<file path="config.mk">
export PLATFORM = sky130hd
export DESIGN_NAME = rattr_matcher
export DESIGN_NICKNAME = d
export VERILOG_FILES = /design/src/rtl/rattr_pkg.sv /design/src/rtl/rattr_cfg.sv /design/src/rtl/rattr_cmp.sv /design/src/rtl/rattr_sel.sv /design/src/rtl/rattr_matcher.sv
export SDC_FILE = /design/constraint.sdc
export NUM_CORES = 1
export LEC_CHECK = 0
export ABC_CLOCK_PERIOD_IN_PS = 1900
export BUFFER_PORTS_ARGS = -buffer_cell sky130_fd_sc_hd__buf_4
export CELL_PAD_IN_SITES_DETAIL_PLACEMENT = 0
export CELL_PAD_IN_SITES_GLOBAL_PLACEMENT = 1
export CORE_MARGIN = 2
export CORE_UTILIZATION = 35
export CTS_CLUSTER_DIAMETER = 120
export CTS_CLUSTER_SIZE = 30
export DETAILED_ROUTE_END_ITERATION = 10
export PLACE_DENSITY = 0.85
export SETUP_SLACK_MARGIN = 0.02
export SLEW_MARGIN = 10
export SYNTH_ARGS = -nofsm -noshare
export SYNTH_HDL_FRONTEND = slang
export SYNTH_SLANG_ARGS = --single-unit
</file>
<file path="constraint.sdc">
create_clock -name clk -period 1.9 [get_ports clk]
set_clock_uncertainty 0.15 [all_clocks]
set_input_delay 0.095 -clock clk [delete_from_list [all_inputs] [get_ports clk]]
set_output_delay 0.095 -clock clk [all_outputs]
set_load 0.005 [all_outputs]
</file>
<file path="src/rtl/rattr_pkg.sv">
package rattr_pkg;
  localparam int TAG_W = 8;

  typedef struct packed {
    logic wprot;
    logic imprecise;
    logic cacheable;
  } attr_t;

  typedef struct packed {
    logic             en;
    logic [TAG_W-1:0] ignore;
    logic [TAG_W-1:0] base;
  } win_t;

  localparam int ATTR_W = $bits(attr_t);
  localparam int WIN_W  = $bits(win_t);
  localparam int CFG_W  = WIN_W + ATTR_W;

  // masked compare: every bit not ignored must equal the base
  function automatic logic tag_hit(input win_t w, input logic [TAG_W-1:0] tag);
    return w.en & (((tag ^ w.base) & ~w.ignore) == '0);
  endfunction
endpackage

</file>
<file path="src/rtl/rattr_cfg.sv">
module rattr_cfg
  import rattr_pkg::*;
#(
  parameter int NWIN  = 2,
  parameter int SEL_W = $clog2(NWIN + 1)
) (
  input  logic                  clk,
  input  logic                  rst_n,
  input  logic                  we,
  input  logic [SEL_W-1:0]      sel,
  input  logic [CFG_W-1:0]      wdata,
  output win_t  [NWIN-1:0]      win,
  output attr_t [NWIN-1:0]      wattr,
  output attr_t                 dflt
);
  localparam logic [SEL_W-1:0] DFLT_SEL = SEL_W'(NWIN);

  for (genvar g = 0; g < NWIN; g++) begin : g_win
    localparam logic [SEL_W-1:0] MY_SEL = SEL_W'(g);
    always_ff @(posedge clk or negedge rst_n) begin
      if (!rst_n) begin
        win[g]   <= '0;
        wattr[g] <= '0;
      end else if (we && sel == MY_SEL) begin
        win[g]   <= wdata[WIN_W-1:0];
        wattr[g] <= wdata[CFG_W-1:WIN_W];
      end
    end
  end

  always_ff @(posedge clk or negedge rst_n) begin
    if (!rst_n)                       dflt <= '0;
    else if (we && sel == DFLT_SEL)   dflt <= wdata[CFG_W-1:WIN_W];
  end

  // without a write strobe nothing stored may move
  assert_hold_when_idle_R9: assert property (@(posedge clk) disable iff (!rst_n)
    !we |=> ($stable(win) && $stable(wattr) && $stable(dflt)));
endmodule

</file>
<file path="src/rtl/rattr_cmp.sv">
module rattr_cmp
  import rattr_pkg::*;
#(
  parameter int NWIN = 2
) (
  input  logic [TAG_W-1:0]  tag,
  input  win_t [NWIN-1:0]   win,
  output logic [NWIN-1:0]   hit
);
  for (genvar g = 0; g < NWIN; g++) begin : g_cmp
    assign hit[g] = tag_hit(win[g], tag);
  end
endmodule

</file>
<file path="src/rtl/rattr_sel.sv">
module rattr_sel
  import rattr_pkg::*;
#(
  parameter int NWIN = 2
) (
  input  logic  [NWIN-1:0]  hit,
  input  attr_t [NWIN-1:0]  wattr,
  input  attr_t             dflt,
  output attr_t             eff,
  output logic  [NWIN-1:0]  grant
);
  // lowest index wins; scan from the top so lower indices overwrite
  always_comb begin
    eff   = dflt;
    grant = '0;
    for (int k = NWIN - 1; k >= 0; k--) begin
      if (hit[k]) begin
        eff   = wattr[k];
        grant = NWIN'(1) << k;
      end
    end
  end
endmodule

</file>
<file path="src/rtl/rattr_matcher.sv">
module rattr_matcher
  import rattr_pkg::*;
#(
  parameter int ADDR_W = 32,
  parameter int NWIN   = 2
) (
  input  logic                        clk,
  input  logic                        rst_n,
  input  logic                        cfg_we,
  input  logic [$clog2(NWIN+1)-1:0]   cfg_sel,
  input  logic [rattr_pkg::CFG_W-1:0] cfg_wdata,
  input  logic                        acc_valid,
  input  logic                        acc_write,
  input  logic [ADDR_W-1:0]           acc_addr,
  output logic                        attr_cacheable,
  output logic                        attr_imprecise,
  output logic                        attr_wprot,
  output logic [NWIN-1:0]             grant,
  output logic                        prot_fault,
  output logic                        wr_fwd
);
  localparam int LO_W = ADDR_W - TAG_W;

  win_t  [NWIN-1:0] win;
  attr_t [NWIN-1:0] wattr;
  attr_t            dflt;
  attr_t            eff;
  logic  [NWIN-1:0] hit;
  logic [TAG_W-1:0] tag;
  logic             wr_req;
  logic             unused_lo;

  assign tag       = acc_addr[ADDR_W-1:LO_W];
  assign unused_lo = ^acc_addr[LO_W-1:0];

  rattr_cfg #(.NWIN(NWIN)) u_cfg (
    .clk(clk), .rst_n(rst_n), .we(cfg_we), .sel(cfg_sel), .wdata(cfg_wdata),
    .win(win), .wattr(wattr), .dflt(dflt)
  );

  rattr_cmp #(.NWIN(NWIN)) u_cmp (.tag(tag), .win(win), .hit(hit));

  rattr_sel #(.NWIN(NWIN)) u_sel (
    .hit(hit), .wattr(wattr), .dflt(dflt), .eff(eff), .grant(grant)
  );

  assign attr_cacheable = eff.cacheable;
  assign attr_imprecise = eff.imprecise;
  assign attr_wprot     = eff.wprot;

  assign wr_req     = acc_valid & acc_write;
  assign prot_fault = wr_req & eff.wprot;
  assign wr_fwd     = wr_req & ~eff.wprot;

  assert_win0_first_R4: assert property (@(posedge clk) disable iff (!rst_n)
    hit[0] |-> (grant[0] && eff == wattr[0]));
  assert_grant_onehot_R4: assert property (@(posedge clk) disable iff (!rst_n)
    $onehot0(grant));
  assert_win1_second_R5: assert property (@(posedge clk) disable iff (!rst_n)
    (!hit[0] && hit[1]) |-> (grant[1] && eff == wattr[1]));
  assert_default_on_miss_R6: assert property (@(posedge clk) disable iff (!rst_n)
    (hit == '0) |-> (grant == '0 && eff == dflt));
  assert_fault_blocks_write_R8: assert property (@(posedge clk) disable iff (!rst_n)
    prot_fault |-> (acc_valid && acc_write && !wr_fwd && attr_wprot));
endmodule

</file>
==> results of run 1 <==
## sequential cells by signal, summed over array words and instances, names as in the netlist
name	count
u_cfg.win	34
u_cfg.dflt	3
u_cfg.wattr	6
## metrics by stage
step,std cells,TNS [ns]
2_1_floorplan,148,0
3_3_place_gp,262,-0.292
3_5_place_dp,262,-0.338
4_1_cts,291,-2.17
5_1_grt,291,-2.75
6_report,291,-2.22
## where the power goes
group,internal (uW),switching (uW),leakage [uW]
clock,332,301,0.0000515
combinational,431,291,0.000648
sequential,1090,117,0.000509
total,1850,709,0.00121
## synth_stat cells (all sizes together) (2+ instances only)
master,count,area (sq um)
a31oi,3,18.8
clkbuf,5,20.0
dfrtp,43,1080
mux2,43,484
nand3,3,15.0
nand3b,2,15.0
nor2,4,15.0
nor3,4,20.0
o21ai,6,30.0
o22ai,4,25.0
or2,2,15.0
or4,2,15.0
xnor2,16,140
## kinds of logic after synthesis
logic type / synth area share
buffers and inverters: 0.0121
AOI/OAI and AO/OA: 0.0580
muxes: 0.247
DFF: 0.548
xor gates and xnor gates: 0.0714
and+or+nand+nor: 0.0637
## cell type report
class,instances,area [sq um]
fillers,495,2630
multi-input cells,99,1000
well taps,72,90.1
flip-flops and latches,43,1080
inverters,1,6.26
repair buffers,68,571
clock buffers,8,100
## worst max-delay path: cells and delay by family, from the launching register on
family          cells  cell delay, ns
xor+xnor            1            0.16
simple gates        2            0.83
flops               1            0.42
compound gates      2            0.16
buf+inv             1            0.14
## what timing repair did
item                                    4_1_cts  5_1_grt
resized for setup                            18        8
hold buffers                                 21        0
endpoints found under the setup margin        7        7
hold endpoints to repair                     86        0
pin swaps                                    12        3
## worst max path at each step
stage,from,to
finish,u_cfg.win[0]$_DFFE_PN0P_,wr_fwd
global route,u_cfg.win[20]$_DFFE_PN0P_,wr_fwd
CTS,u_cfg.win[3]$_DFFE_PN0P_,wr_fwd
detailed placement,u_cfg.win[3]$_DFFE_PN0P_,prot_fault
global placement,u_cfg.win[1]$_DFFE_PN0P_,wr_fwd
floorplan,u_cfg.win[7]$_DFFE_PN0P_,prot_fault
## per-layer routing
layer / vias to the layer above / GRT usage / part of all wire
li1: 676 / - / -
met4: 0 / 0.0569 / 0.017
met2: 30 / 0.228 / 0.49
met5: - / 0 / 0
met3: 8 / 0.0386 / 0.046
met1: 714 / 0.191 / 0.45
==> qor.yml, run 1 <==
status: "finished, violations left"
violations: "setup timing"
reg2reg_to: "u_cfg.dflt[2]$_DFFE_PN0P_"
grt_pass1_vias: 1455
cts_max_path_buffers: 2
h-tree-depth: 2
coreArea_sq_mm: 0.00547
finalPower_uw: 2560
synth_ff_type: "dfrtp_1"
drc: 0
layout_commonest_cell: "buf_4"
netlist_area_sq_mm: 0.00196
hold_start: "cfg_sel[0]"
worstMarginPinSlew_ns: 0.539
cp-end-kind: "primary output"
crit_required_ns: 1.65
cts-buffers-inserted: 5
layout_common_cells: "45 x buf_4, 43 x mux2_2, 43 x dfrtp_1"
max_freq_ghz: 0.443
holdCritPathClass: "input port to register"
final_nets: 277
fin_crit_sh: 1.19
final_core_util: 0.520
start_util: 0.359
rsz0062_at_grt: "yes"
worstReg2RegStart: "u_cfg.dflt[2]$_DFFE_PN0P_"
dieArea_sq_mm: 0.00622
grt_max_degree: 44
power.density_mw_per_mm2: 900
syn_nets: 207
hold_end: "u_cfg.dflt[0]$_DFFE_PN0P_"
drt_iter0_markers: 34
area_growth_pct: 44.9
max_stage_delay_ns: 0.44
port-buffer-count: 41
synthArstFlopShare: 1.00
maxSlewHeadroom: 0.640
cts_sinks: 43
clk_pin_slew_ns: 0.08
ys_warn_count: 0
grt_use_total: 0.145
cp_max_fo: 4
hold-path-cell-count: 3
clock_latency_ns: 0.29
finalHoldViolCount: 0
period_minus_slack_ns: 2.26
ir_drop_mv: 0.517
routabilityCongestion: 0.797
viasPerCell: 4.91
num_antenna_cells: 0
cap_violations: 0
rr_worst_depth: 1
root_buffer: "clkbuf_8"
synthDistinctLibCells: 27
cp_cell_sequence: "xnor2_2 > o22ai_2 > or3_4 > or4_4 > o31ai_4 > buf_4"
arrival_ns: 2.01
maxSlewViolCount: 0
overflow: 0
setup.worst_path.class: "register to primary output"
ys_ff_latch: 43
hpwlAfterDp_um: 2910
synth-edff-count: 0
antenna_found_initial: 0
cts_setup_buffers: 0
die_h_um: 78.9
first_pass_iters: 2
final_antenna_net_count: 0
ios: 66
fin_area_sq_mm: 0.00285
yosysSeqAreaShare: 0.548
dp_slack_ns: -0.0886
avgSynthCellArea_sq_um: 13.3
netlist_instances: 148
placementRows: 27
cts_tree: "done"
drt-wirelength-per-cell_um: 14.3
drt_wl_total_um: 4150
timing.final.ws_setup_ns: -0.358
r2r_slack_ns: 0.94
crit_path_start_kind: "register"
grt_pass1_wl_um: 6960
p_leak_uw: 0.00121
hold-worst-slack_ns: 0.131
critPathSlowestCell: "or4_4"
drive_above_1_share: 0.553
place_area_sq_mm: 0.00240
chipWidth_um: 78.9
final-setup-viol-count: 7
vias: 1428
No activity file was read; power rests on OpenSTA's default activity.
==> inputs of run 2 (changes only) <==
--- a/config.mk
+++ b/config.mk
@@ -15,6 +15,7 @@
 export CTS_CLUSTER_SIZE = 30
 export DETAILED_ROUTE_END_ITERATION = 10
 export PLACE_DENSITY = 0.85
+export REMOVE_ABC_BUFFERS = 1
 export SETUP_SLACK_MARGIN = 0.02
 export SLEW_MARGIN = 10
 export SYNTH_ARGS = -nofsm -noshare
==> run 2 against run 1 <==
The flow still finishes with violations (setup timing). Cell count grew 0.34%. Sequential cell count is the same. First-iteration DRC count did not move. Critical path type unchanged. Critical endpoint unchanged.
==> qor.yml, run 2 (synthesis results as in run 1) <==
worstMarginPinSlew_ns: 0.537  # -0.00197 ns
status: "finished, violations left"
setup_tns_ns: -1.88  # +0.331 ns
final_core_util: 0.514  # -0.00549
cap_violations: 0  # unchanged
timing.final.ws_setup_ns: -0.308  # +0.0499 ns
maxSlewHeadroom: 0.642  # +0.00131
crit_required_ns: 1.65  # about the same
numPlacedInstances: 264  # +0.76%
setup.worst_path.class: "register to primary output"
holdCritPathClass: "input port to register"
drt_wl_total_um: 3890  # -6.3%
crit_path_start_kind: "register"
period_minus_slack_ns: 2.21  # -0.0499 ns
ir_drop_mv: 0.467  # -9.8%
cp_max_fo: 4  # unchanged
ios: 66  # unchanged
crit_family: "simple AND/OR/NAND/NOR gates"
drc: 0  # unchanged
num_antenna_cells: 0  # unchanged
power.density_mw_per_mm2: 883  # -1.8%
overflow: 0  # unchanged
area_growth_pct: 43.4
place_area_sq_mm: 0.00241  # +0.42%
first_pass_iters: 4  # +2
crit_buf_inv: 1  # unchanged
placementRows: 27  # unchanged
layout_common_cells: "46 x buf_4, 43 x mux2_2, 43 x dfrtp_1"
grt_use_total: 0.136  # -0.00844
max_freq_ghz: 0.453  # +2.3%
layout_commonest_cell: "buf_4"
cts_max_path_buffers: 2  # unchanged
clock_latency_ns: 0.29  # about the same
layout.cells.non_filler: 292  # +0.34%
cp-end-kind: "primary output"
largest_register: "u_cfg.win"
start_util: 0.359  # unchanged
port-buffer-count: 41  # unchanged
cts_setup_buffers: 0  # unchanged
fin_crit_sh: 1.16  # -0.0263
maxSlewViolCount: 0  # unchanged
final_nets: 279  # +0.72%
grt_pass1_vias: 1450  # -0.34%
max_stage_delay_ns: 0.42  # -0.02 ns
routabilityCongestion: 0.825  # +3.5%
antenna_found_initial: 0  # unchanged
drive_above_1_share: 0.536  # -0.0161
root_buffer: "clkbuf_8"
finalHoldViolCount: 0  # unchanged
cts_sinks: 43  # unchanged
arrival_ns: 1.96  # -0.05 ns
largest_reg_flops: 34  # unchanged
grt_pass1_wl_um: 6550  # -5.9%
chipWidth_um: 78.9  # unchanged
p_leak_uw: 0.00118  # -2.1%
cts-buffers-inserted: 5  # unchanged
h-tree-depth: 2  # unchanged
die_h_um: 78.9  # unchanged
grt_max_degree: 44  # unchanged
drt-wirelength-per-cell_um: 13.3  # -6.6%
dieArea_sq_mm: 0.00622  # unchanged
critPathSlowestCell: "or4_4"
final_antenna_net_count: 0  # unchanged
coreArea_sq_mm: 0.00547  # unchanged
cp_cell_sequence: "xnor2_1 > o22ai_1 > or3_4 > or4_4 > o31ai_2 > buf_4"
clk_pin_slew_ns: 0.08  # about the same
drt_iter0_markers: 34  # unchanged
viasPerCell: 4.79  # -2.3%
final-setup-viol-count: 7  # unchanged
hpwlAfterDp_um: 2750  # -5.5%
top_regs: "u_cfg.win x34, u_cfg.wattr x6, u_cfg.dflt x3"
violations: "setup timing"
cts_tree: "done"
vias: 1400  # -2.0%
fin_area_sq_mm: 0.00282  # -1.1%
rsz0062_at_grt: "yes"
-- run 2: changes by cell type in the layout (fill, tap and decap cells not counted), sizes merged --
cell,change
buf,+2
clkinv,+1
clkbuf,-2
-- run 2: power breakdown --
part | switching (uW) | internal (uW) | total, uW
registers | 106 | 1090 | 1190
clock network | 295 | 285 | 580
logic | 285 | 427 | 712
total | 686 | 1800 | 2490
-- run 2: path summary, 6_finish.rpt --
path	startpoint	to	slack (ns)	depth (start not counted)
max in group asynchronous	rst_n	u_cfg.win[1]$_DFFE_PN0P_	1.05	2
min in group asynchronous	rst_n	u_cfg.wattr[3]$_DFFE_PN0P_	0.18	2
worst max-delay path	u_cfg.win[0]$_DFFE_PN0P_	wr_fwd	-0.31	6
worst min register to register	u_cfg.win[12]$_DFFE_PN0P_	u_cfg.win[12]$_DFFE_PN0P_	0.36	1
worst max register to register	u_cfg.dflt[2]$_DFFE_PN0P_	u_cfg.dflt[2]$_DFFE_PN0P_	0.94	1
worst min-delay path	cfg_sel[0]	u_cfg.dflt[2]$_DFFE_PN0P_	0.13	3
-- run 2: layer usage --
metal | track usage | wire (um) | up-vias
li1 | - | - | 685
met1 | 0.175 | 1800 | 678
met2 | 0.230 | 1870 | 32
met3 | 0.0273 | 174 | 5
met4 | 0.0466 | 48 | 0
met5 | 0 | 0 | -
-- run 2: what timing repair did --
action | 4_1_cts | 5_1_grt
resized for setup | 15 | 7
setup endpoints to repair | 7 | 7
pin swaps | 12 | 3
hold buffers | 21 | 0
hold endpoints to repair | 86 | 0
-- run 2: through the flow --
stage / power (uW) / hold slack (ns) / setup slack [ns]
floorplan: 1550 / -0.351 / -0.427
global placement: 1790 / -0.0399 / -0.116
detailed placement: 1810 / -0.0309 / -0.146
CTS: 2480 / 0.135 / -0.315
global route: 2640 / 0.135 / -0.412
finish: 2490 / 0.129 / -0.308
-- run 2: worst min-delay path: stages --
cell,delay (ns)
buf_4,0.09
nand3b_1,0.18
mux2_2,0.17
-- run 2: area by class of cell --
class / count / area [sq um]
clock buffer: 6 / 82.6
tap: 72 / 90.1
inverter: 1 / 6.26
sequential: 43 / 1080
fill: 502 / 2660
clock inverter: 1 / 5.00
multi-input combinational: 99 / 966
timing repair buffer: 70 / 589
